File: src/rtl/inv_uart_pkg.sv
// Shared types and rate arithmetic for the inverted-line transceiver.
// Assumes the clock is at least a few times the highest bit rate.
package inv_uart_pkg;

    // Receiver sequencing states.
    typedef enum logic [2:0] {
        RX_WAIT_IDLE = 3'd0,
        RX_ARMED     = 3'd1,
        RX_START     = 3'd2,
        RX_DATA      = 3'd3,
        RX_STOP      = 3'd4
    } rx_state_e;

    // Baud for each select code; the code order is visible at the pins.
    function automatic int unsigned rate_baud(input int unsigned code);
        case (code)
            0:       return 9600;
            1:       return 19200;
            2:       return 31250;
            default: return 38400;
        endcase
    endfunction

    // Clocks per bit, rounded to nearest.
    function automatic int unsigned bit_ticks(input int unsigned clk_hz,
                                              input int unsigned baud);
        return (clk_hz + baud / 2) / baud;
    endfunction

endpackage

File: src/rtl/inv_uart_rate.sv
// Rate table: turns the two-bit select into a clocks-per-bit count.
// Purely combinational; users latch the value at frame start.
module inv_uart_rate #(
    parameter int unsigned CLK_HZ = 50_000_000,
    parameter int unsigned CNT_W  = 13
) (
    input  logic [1:0]       rate_sel,
    output logic [CNT_W-1:0] ticks
);
    localparam int unsigned NRATES = 4;

    logic [CNT_W-1:0] rate_tab [NRATES];

    // One constant entry per select code.
    for (genvar g = 0; g < NRATES; g++) begin : g_tab
        assign rate_tab[g] = CNT_W'(inv_uart_pkg::bit_ticks(CLK_HZ,
                                     inv_uart_pkg::rate_baud(g)));
    end

    // Select the active entry.
    assign ticks = rate_tab[rate_sel];

endmodule

File: src/rtl/inv_uart_rx.sv
// Receiver for an inverted 8N1 line (idle low, start high, data complemented).
// Synchronises the pin, waits for idle, rechecks the start at mid-bit,
// samples at bit centres and keeps the byte only on a good (low) stop bit.
// The synchroniser resets to "high" so an active line at reset is not
// taken as idle.
module inv_uart_rx #(
    parameter int unsigned CNT_W = 13
) (
    input  logic             clk,
    input  logic             rst_n,
    input  logic [CNT_W-1:0] ticks,
    input  logic             rx_pin,
    output logic [7:0]       rx_data,
    output logic             rx_valid
);
    import inv_uart_pkg::*;

    localparam int unsigned NBITS = 8;
    localparam int unsigned BIT_W = $clog2(NBITS);

    logic [1:0]       sync_q;
    logic             line_s;
    rx_state_e        state;
    logic [CNT_W-1:0] cnt;
    logic [CNT_W-1:0] per;
    logic [BIT_W-1:0] bitn;
    logic [7:0]       shreg;

    assign line_s = sync_q[1];

    // Two-flop synchroniser on the input pin.
    always_ff @(posedge clk) begin
        if (!rst_n) sync_q <= 2'b11;
        else        sync_q <= {sync_q[0], rx_pin};
    end

    // Frame sequencer: start detect, centre sampling, stop check.
    always_ff @(posedge clk) begin
        if (!rst_n) begin
            state    <= RX_WAIT_IDLE;
            cnt      <= '0;
            per      <= '0;
            bitn     <= '0;
            shreg    <= '0;
            rx_data  <= '0;
            rx_valid <= 1'b0;
        end else begin
            rx_valid <= 1'b0;
            case (state)
                RX_WAIT_IDLE: begin
                    if (!line_s) state <= RX_ARMED;
                end
                RX_ARMED: begin
                    if (line_s) begin
                        per   <= ticks;
                        cnt   <= (ticks >> 1) - 1'b1;
                        state <= RX_START;
                    end
                end
                RX_START: begin
                    if (cnt == '0) begin
                        if (line_s) begin
                            cnt   <= per - 1'b1;
                            bitn  <= '0;
                            state <= RX_DATA;
                        end else begin
                            state <= RX_ARMED;
                        end
                    end else begin
                        cnt <= cnt - 1'b1;
                    end
                end
                RX_DATA: begin
                    if (cnt == '0) begin
                        shreg <= {~line_s, shreg[7:1]};
                        cnt   <= per - 1'b1;
                        if (bitn == BIT_W'(NBITS - 1)) state <= RX_STOP;
                        else                           bitn  <= bitn + 1'b1;
                    end else begin
                        cnt <= cnt - 1'b1;
                    end
                end
                RX_STOP: begin
                    if (cnt == '0) begin
                        if (!line_s) begin
                            rx_data  <= shreg;
                            rx_valid <= 1'b1;
                            state    <= RX_ARMED;
                        end else begin
                            state <= RX_WAIT_IDLE;
                        end
                    end else begin
                        cnt <= cnt - 1'b1;
                    end
                end
                default: state <= RX_WAIT_IDLE;
            endcase
        end
    end

    // The byte strobe never lasts more than one clock.
    assert_valid_pulse_R5: assert property (@(posedge clk) disable iff (!rst_n)
        rx_valid |=> !rx_valid);

    // While waiting for idle, a high line keeps the receiver parked.
    assert_hold_idle_R7: assert property (@(posedge clk) disable iff (!rst_n)
        (state == RX_WAIT_IDLE && line_s) |=> (state == RX_WAIT_IDLE));

    // A high stop sample never yields a strobe.
    assert_bad_stop_R8: assert property (@(posedge clk) disable iff (!rst_n)
        (state == RX_STOP && cnt == '0 && line_s) |=> !rx_valid);

endmodule

File: src/rtl/inv_uart_tx.sv
// Transmitter for an inverted 8N1 line. Takes a byte when idle, drives
// start (pin high), eight complemented data bits LSB first, then stop (low).
// The bit period is latched at acceptance and held for the whole frame.
module inv_uart_tx #(
    parameter int unsigned CNT_W = 13
) (
    input  logic             clk,
    input  logic             rst_n,
    input  logic [CNT_W-1:0] ticks,
    input  logic [7:0]       tx_data,
    input  logic             tx_start,
    output logic             tx_busy,
    output logic             tx_pin
);
    localparam int unsigned FRAME = 10;
    localparam int unsigned FCNT_W = $clog2(FRAME);

    logic [CNT_W-1:0]  cnt;
    logic [CNT_W-1:0]  per;
    logic [FCNT_W-1:0] bitn;
    logic [FRAME-1:0]  frame_q;

    // Frame shifter and bit timer.
    always_ff @(posedge clk) begin
        if (!rst_n) begin
            tx_busy <= 1'b0;
            tx_pin  <= 1'b0;
            cnt     <= '0;
            per     <= '0;
            bitn    <= '0;
            frame_q <= '0;
        end else if (!tx_busy) begin
            tx_pin <= 1'b0;
            if (tx_start) begin
                tx_busy <= 1'b1;
                per     <= ticks;
                cnt     <= ticks - 1'b1;
                frame_q <= {1'b1, tx_data, 1'b0};
                bitn    <= '0;
                tx_pin  <= 1'b1;
            end
        end else if (cnt == '0) begin
            if (bitn == FCNT_W'(FRAME - 1)) begin
                tx_busy <= 1'b0;
                tx_pin  <= 1'b0;
            end else begin
                bitn    <= bitn + 1'b1;
                frame_q <= {1'b0, frame_q[FRAME-1:1]};
                tx_pin  <= ~frame_q[1];
                cnt     <= per - 1'b1;
            end
        end else begin
            cnt <= cnt - 1'b1;
        end
    end

    // An accepted request starts the frame with a high start bit.
    assert_start_high_R3: assert property (@(posedge clk) disable iff (!rst_n)
        (tx_start && !tx_busy) |=> (tx_busy && tx_pin));

    // An idle transmitter holds the line low.
    assert_idle_low_R3: assert property (@(posedge clk) disable iff (!rst_n)
        !tx_busy |-> !tx_pin);

    // Within a bit the pin does not move.
    assert_bit_hold_R3: assert property (@(posedge clk) disable iff (!rst_n)
        (tx_busy && cnt != '0) |=> $stable(tx_pin));

    // A request while busy leaves the frame untouched.
    assert_busy_ignore_R4: assert property (@(posedge clk) disable iff (!rst_n)
        (tx_busy && tx_start && cnt != '0) |=> $stable(frame_q));

    // The latched period survives a select change mid-frame.
    assert_rate_latched_R9: assert property (@(posedge clk) disable iff (!rst_n)
        tx_busy |=> (!tx_busy || $stable(per)));

endmodule

File: src/rtl/inv_uart.sv
// Top of the inverted-line transceiver: one shared rate table feeding an
// independent receiver and transmitter (full duplex).
// Assumes rate_sel changes rarely; each side latches it per frame.
module inv_uart #(
    parameter int unsigned CLK_HZ = 50_000_000
) (
    input  logic       clk,
    input  logic       rst_n,
    input  logic [1:0] rate_sel,
    input  logic       rx_pin,
    output logic [7:0] rx_data,
    output logic       rx_valid,
    input  logic [7:0] tx_data,
    input  logic       tx_start,
    output logic       tx_busy,
    output logic       tx_pin
);
    localparam int unsigned MAX_TICKS =
        inv_uart_pkg::bit_ticks(CLK_HZ, inv_uart_pkg::rate_baud(0));
    localparam int unsigned CNT_W = $clog2(MAX_TICKS + 1);

    logic [CNT_W-1:0] ticks;

    inv_uart_rate #(.CLK_HZ(CLK_HZ), .CNT_W(CNT_W)) u_rate (
        .rate_sel (rate_sel),
        .ticks    (ticks)
    );

    inv_uart_rx #(.CNT_W(CNT_W)) u_rx (
        .clk      (clk),
        .rst_n    (rst_n),
        .ticks    (ticks),
        .rx_pin   (rx_pin),
        .rx_data  (rx_data),
        .rx_valid (rx_valid)
    );

    inv_uart_tx #(.CNT_W(CNT_W)) u_tx (
        .clk      (clk),
        .rst_n    (rst_n),
        .ticks    (ticks),
        .tx_data  (tx_data),
        .tx_start (tx_start),
        .tx_busy  (tx_busy),
        .tx_pin   (tx_pin)
    );

    // Reset leaves both directions quiet.
    assert_reset_quiet_R1: assert property (@(posedge clk)
        !rst_n |=> (!tx_busy && !tx_pin && !rx_valid));

endmodule

File: config.mk
export PLATFORM = sky130hd
export DESIGN_NAME = inv_uart
export DESIGN_NICKNAME = d
export VERILOG_FILES = /design/src/rtl/inv_uart_pkg.sv /design/src/rtl/inv_uart_rate.sv /design/src/rtl/inv_uart_rx.sv /design/src/rtl/inv_uart_tx.sv /design/src/rtl/inv_uart.sv
export SDC_FILE = /design/constraint.sdc
export NUM_CORES = 1
export LEC_CHECK = 0
export ABC_CLOCK_PERIOD_IN_PS = 3170
export BUFFER_PORTS_ARGS = -buffer_cell sky130_fd_sc_hd__buf_2
export CAP_MARGIN = 25
export CORE_AREA = 3 3 118 120
export CTS_BUF_LIST = sky130_fd_sc_hd__clkbuf_4 sky130_fd_sc_hd__clkbuf_8
export CTS_CLUSTER_DIAMETER = 80
export CTS_CLUSTER_SIZE = 8
export DETAILED_ROUTE_END_ITERATION = 7
export DIE_AREA = 0 0 121 123
export PLACE_DENSITY = 0.51
export SLEW_MARGIN = 25
export SYNTH_ARGS = -nofsm -noshare
export SYNTH_HDL_FRONTEND = slang
export SYNTH_SLANG_ARGS = --single-unit
File: constraint.sdc
create_clock -name clk -period 3.17 [get_ports clk]
set_input_delay 0.317 -clock clk [delete_from_list [all_inputs] [get_ports clk]]
set_output_delay 0.317 -clock clk [all_outputs]
set_load 0.03 [all_outputs]
Yosys cells after proc, flatten, opt, wreduce, memory -nomap -nowiden --
Index checks and enable logic that the tools add are counted.
Storage, ports and cells: bits of input ports 14, output and inout bits 11, word-level logic and storage cells 105, flip-flop bits (word level) 93
Operators by class: add/sub/neg operators 8, muxes and demuxes 43, bitwise operators 4, reductions and logical operators 16, $lt $le $gt $ge 1, equal/unequal tests 19
Operator list (number):
- 13-bit 2-to-1 mux | 11
- 13-bit by 1-bit subtractor with 13-bit output (second input constant) | 5
- 13-bit case mux with 4 select lines | 1
- 10-bit 2-to-1 mux | 4
- 3-bit 2-to-1 mux | 10
- 13-bit binary-select mux with 2-bit select | 1
- 13-bit logical NOT | 2
- 4-bit 2-to-1 mux | 4
- 3-bit case mux with 5 select lines | 1
- 12-bit by 1-bit subtractor with 13-bit output (second input constant) | 1
- 2-bit by 1-bit inequality test with 1-bit output (second input constant) | 6
- 2-bit inequality test (second input constant) | 5
- 1-bit 2-to-1 mux | 9
- 3-bit AND reduction | 3
- 2-bit AND reduction | 4
- 3-bit by 2-bit == test with 1-bit output (second input constant) | 2
- 3-bit == test (second input constant) | 2
- 3-bit case mux with 2 select lines | 1
- 6-bit AND reduction | 1
- 5-bit AND reduction | 1
- 4-bit by 1-bit adder with 4-bit output (second input constant) | 1
- 4-bit == test (second input constant) | 1
- 4-bit AND reduction | 1
- 2-bit nonzero test | 2
- other kinds (10) | 12

Longest topological paths before layout --
depth in word-level cells 7, gate-level depth with buffers 10, depth with buffers taken out 9

Hierarchy --
From an unflattened synthesis, not the netlist that was laid out.
Unflattened totals: cell total of the unflattened synthesis 646, area, all modules 5220.0 um2
By module, submodules not included:
- inv_uart_rx | sequential area each 1021.0 um2, cells an instance 361, times used 1, area each 2847.7 um2
- inv_uart_tx | sequential area each 820.8 um2, cells an instance 269, times used 1, area each 2247.2 um2
- inv_uart_rate | sequential area each 0.0 um2, cells an instance 16, times used 1, area each 125.1 um2

Worst setup path after synthesis --
Ideal clock, no wire load.
path kind register to register, start point register u_tx.cnt[0], end point register u_tx.cnt[12], required time 3040 ps, library setup time 130 ps, buffers on the path 1, period minus slack after synthesis 2292 ps, arrival time 2162 ps, stages on the path, launching flop included 11, setup slack 878 ps, cells stage by stage dfxtp_1 -> nor4_4 -> and4_2 -> buf_2 -> a21oi_1 -> ha_1 -> nor2b_1 -> o21ai_1 -> nor3_1 -> xor2_1 -> o32ai_1
Between the ends: word-level cells in the longest chain between the ends 3, elaborated cells between the ends (all ways) 6, classes of those cells add/sub: 1; eq/ne: 1; mux: 2; reduce/logical: 2
RTL lines:
- start: declaration | RTL line inv_uart_tx.sv:18 | logic [CNT_W-1:0] cnt;
- start signal: assignment | RTL line inv_uart_tx.sv:37 | cnt <= ticks - 1'b1;
- start signal: assignment | RTL line inv_uart_tx.sv:50 | cnt <= per - 1'b1;
- start signal: assignment | RTL line inv_uart_tx.sv:53 | cnt <= cnt - 1'b1;
- 13-bit by 1-bit subtractor with 13-bit output or 13-bit logical NOT (tied branches) | RTL line inv_uart_tx.sv:53, inv_uart_tx.sv:42
- 13-bit 2-to-1 mux or 3-bit inequality test (tied branches)
- 13-bit 2-to-1 mux or 2-bit AND reduction (tied branches)
Several ways; a longest one is shown, not always the timed one. A chain may end at the register's enable or synchronous reset.

Final worst setup path --
start point register u_tx.cnt[0], end point register u_tx.cnt[10]
Same word-level chain as after synthesis.

==> impl_results.md <==
* Outcome: finished, final reports clean
* Top cells by area, synth: sky130_fd_sc_hd__dfxtp_1, sky130_fd_sc_hd__a21oi_1, sky130_fd_sc_hd__nor2_1, sky130_fd_sc_hd__mux2i_1, sky130_fd_sc_hd__nand2_1
* Final net count at 585
* Post-detailed-placement half-perimeter wirelength at 7807 µm
* Global-route met3 utilization at between 4 and 5%
* Beginning of the worst register-to-register path: u_tx.cnt[0]
* HP Class: primary input to flip-flop
* Post-DR vias/cell at around 5.5
* Startpoint of the most critical setup path: u_tx.cnt[0]
* Via count of the first global-routing pass at 3625
* Internal power contribution at 1664 µW
* Routed length per instance at 15.27 µm
* Detailed-route DRC error count at 0
* Combinational share of power at 24.3%
* Data required, critical path at 3.40 ns
* Antenna-violating nets left at 0
* Met1 demand-to-capacity share in global routing at 21.44%
* Global-route total usage across every layer at approximately 16%
* Core utilization of the finished layout at 37.79%
* Setup Viol. Count Final at 0
* Number of placement rows at 42
* Max Clk Rate at 380.6 MHz
* Post-Place Cells at around 720
* Total of warnings raised by yosys at 0
* Share of total power in sequential cells at 46.4%
* Post-synthesis cell type count at 68
* CP endpoint kind: flip-flop
* Critical Path, Cell by Cell: nor4_4, and4_2, a21oi_1, ha_1, nor2b_1, o21ai_1, nor4_1, xnor2_1, o22ai_1
* Worst slew margin at 46.10%
* Vias after detailed routing at 4040
* Switching pwr at about 910 µW
* Post-synthesis cell type with the largest combined area: sky130_fd_sc_hd__dfxtp_1
* Number of clock buffers inserted by TritonCTS at 9
* Post-Syn Area at 4507 µm²
* Min-Delay Startpoint: rx_pin
* Buffer levels on the longest clock path at 2
* Final Hold Slack at 0.1969 ns
* Synthesized Nets at 575
* Part of the cycle the worst path needs at about 83%
* Die span in y at 123 µm
* Sum of routed wire length over all layers at 11300 µm
* Number of antenna violations at the first check in global routing at 0
* Pwr Density at 521.4 nW/µm²
* Synth Area per Inst at 8.209 µm²
* Number of endpoints with negative hold slack in the final report at 0
* Overflow after GRT at 0
* Finished Layout Cells at between 700 and 800
* Static leakage power at between 0.0015 and 0.002 µW
* 1st-pass router iterations at 5
* Post-cts repair resize count at 0
* TritonCTS Sinks at 84
* Maxcap violations at 0
* Met2 layer usage reported by global route at about a quarter
* Proportion of layout cells with a drive suffix above 1 at 11.70%
* Area added between synthesis and finish at 9.717%
* I/O pin count at 25
* Worst clock skew at around 0.010 ns
* Sequential share of the synthesized area at 37.31%
* Clock network fraction of total power at just under 30%
* Critical-path top delay cell: sky130_fd_sc_hd__nor4_4
* Count of input and output buffers at 24
* Crit-path leading delay family: simple AND/OR/NAND/NOR gates
* Number of cells on the worst hold path at 2
* Number of standard cells after synthesis at 549
* Proportion of register bits with asynchronous set or reset after synthesis at 0%
* CTS H-Tree Depth at 3
* Setup_tns at 0 ns
* Clock latency of the later-clocked register in the worst-skew pair at around 0.37 ns
* Count of hold-fix buffers inserted at cts at 0
* Cell depth of the worst setup path at 9
* Nature of the critical path startpoint: flip-flop
* Gr busiest metal: met2
* Number of pins with negative max-slew slack in the final report at 0
* Worst-path maximum fanout at 11
* Seq. cell area at about 1700 µm²
* Initial drt markers at 230
* Setup repair after global routing missed its margin: no
* Clock period minus worst slack at approximately 2.6 ns
* Largest stage delay on the critical path at 0.46 ns
* Worst-case reg-to-reg path depth at 9
* Last weighted congestion value of the routability-driven placer at between 0.8 and 0.9
* Pin count of the biggest net entering global routing at 42
* Overall power consumption at roughly 2600 µW
* Top cell type's share of synthesized area at ~37%
* Footprint of the multi-input gates at 2623 µm²
* Clock input transition at the sequential cells of the worst setup and hold paths at around 0.090 ns
* Worst ir drop on vdd at 301.6 µV
* Arrival time at the worst endpoint at between 2 and 3 ns
* Least-Margin Pin Slew at between 0.8 and 0.9 ns
* Synth Flop Type: sky130_fd_sc_hd__dfxtp_1
* Die Width at 121 µm
* Number of setup buffers added after CTS at 0
* Initial core utilization at 34.44%
* Post-synth EDFFs at 0
* CTS root buffer: sky130_fd_sc_hd__clkbuf_8
* Wire length of the first global-routing pass at 18810 µm
* Floorplan core area at 13090 µm²
* Clock tree from TritonCTS: built
* Leading cell types by count after synthesis: sky130_fd_sc_hd__dfxtp_1, sky130_fd_sc_hd__a21oi_1, sky130_fd_sc_hd__nor2_1
* Sw Ratio at approximately 35%
* Area of the die at between 10000 and 15000 µm²
* Synth Register Bits at 84
* Number of diodes at 0
* Most frequent cell after synthesis: sky130_fd_sc_hd__dfxtp_1
* Crit path kind: flip-flop to flip-flop
* Final-layout fill cell count at roughly 1400
* Count of buffer and inverter cells on the critical path at 0
flip-flops by register name, summed over array words and instances (netlist names):
register	cells
u_tx.tx_busy	1
u_tx.per	9
u_rx.per	9
u_rx.shreg	8
u_tx.bitn	4
u_rx.bitn	3
u_rx.rx_data	8
u_tx.frame_q	9
u_rx.rx_valid	1
u_rx.cnt	13
u_tx.tx_pin	1
u_tx.cnt	13
u_rx.state	3
u_rx.sync_q	2
through the flow:
stage          instance area (µm²)  setup WS, ns
2_1_floorplan                 4507        0.8779
3_3_place_gp                  4753        0.6378
3_5_place_dp                  4753        0.5861
4_1_cts                       4945        0.5590
5_1_grt                       4945        0.3736
6_report                      4945        0.5424
logic make-up after synthesis:
logic type,Yosys count,synth area share [%]
simple gates,203,23.77
compound gates,166,23.71
flops,84,37.31
buf+inv,49,4.497
mux,21,4.664
xor+xnor,14,2.721
fa+ha+maj,12,3.331
layer usage:
layer  part of all wire [%]  vias to the layer above  wire [µm]
met5                      0                        -          0
met4                    1.3                        0        148
met3                    4.3                       10        490
met2                     46                       87       5174
met1                     49                     1924       5489
li1                       -                     2019          -
path summary, 6_finish.rpt:
kind | to | slack [ns]
worst max-delay path | u_tx.cnt[10] | 0.54
worst min register to register | u_rx.sync_q[1] | 0.41
worst min-delay path | u_rx.sync_q[0] | 0.20
worst max register to register | u_tx.cnt[10] | 0.54
power by group through the flow:
stage / Combinational (µW) / Clock, µW / Sequential [µW]
floorplan: 501 / 0 / 1200
global placement: 618 / 0 / 1220
detailed placement: 620 / 0 / 1220
CTS: 623 / 796 / 1190
global route: 700 / 839 / 1210
finish: 626 / 757 / 1200
final cells by class:
class	instances	area share, %
inverter	19	1.442
clock inverter	6	1.088
timing repair buffer	29	3.188
multi-input combinational	416	53.04
clock buffer	10	2.783
tap	176	4.453
sequential	84	34.01
layout by cell type (no fill, tap or decap), types with 7 or more instances in the layout:
cell,netlist,routed
sky130_fd_sc_hd__a31oi_1,8,8
sky130_fd_sc_hd__ha_1,12,12
sky130_fd_sc_hd__mux2i_1,21,21
sky130_fd_sc_hd__buf_2,9,24
sky130_fd_sc_hd__o21ai_0,35,35
sky130_fd_sc_hd__inv_1,17,17
sky130_fd_sc_hd__nor2_1,57,57
sky130_fd_sc_hd__nand2b_1,7,7
sky130_fd_sc_hd__a211oi_1,15,15
sky130_fd_sc_hd__xor2_1,8,8
sky130_fd_sc_hd__dfxtp_1,84,84
sky130_fd_sc_hd__nand2_1,50,50
sky130_fd_sc_hd__a21oi_1,60,60
sky130_fd_sc_hd__clkbuf_8,0,10
sky130_fd_sc_hd__nand3_1,20,20
sky130_fd_sc_hd__nor3_1,17,17
worst reg2reg max path, cell delays in order, from the launching register on:
cell	delay, ns
sky130_fd_sc_hd__dfxtp_1	0.38
sky130_fd_sc_hd__nor4_4	0.46
sky130_fd_sc_hd__and4_2	0.46
sky130_fd_sc_hd__a21oi_1	0.11
sky130_fd_sc_hd__ha_1	0.26
sky130_fd_sc_hd__nor2b_1	0.17
sky130_fd_sc_hd__o21ai_1	0.28
sky130_fd_sc_hd__nor4_1	0.12
sky130_fd_sc_hd__xnor2_1	0.15
sky130_fd_sc_hd__o22ai_1	0.09
(Power assumes the default switching activity.)
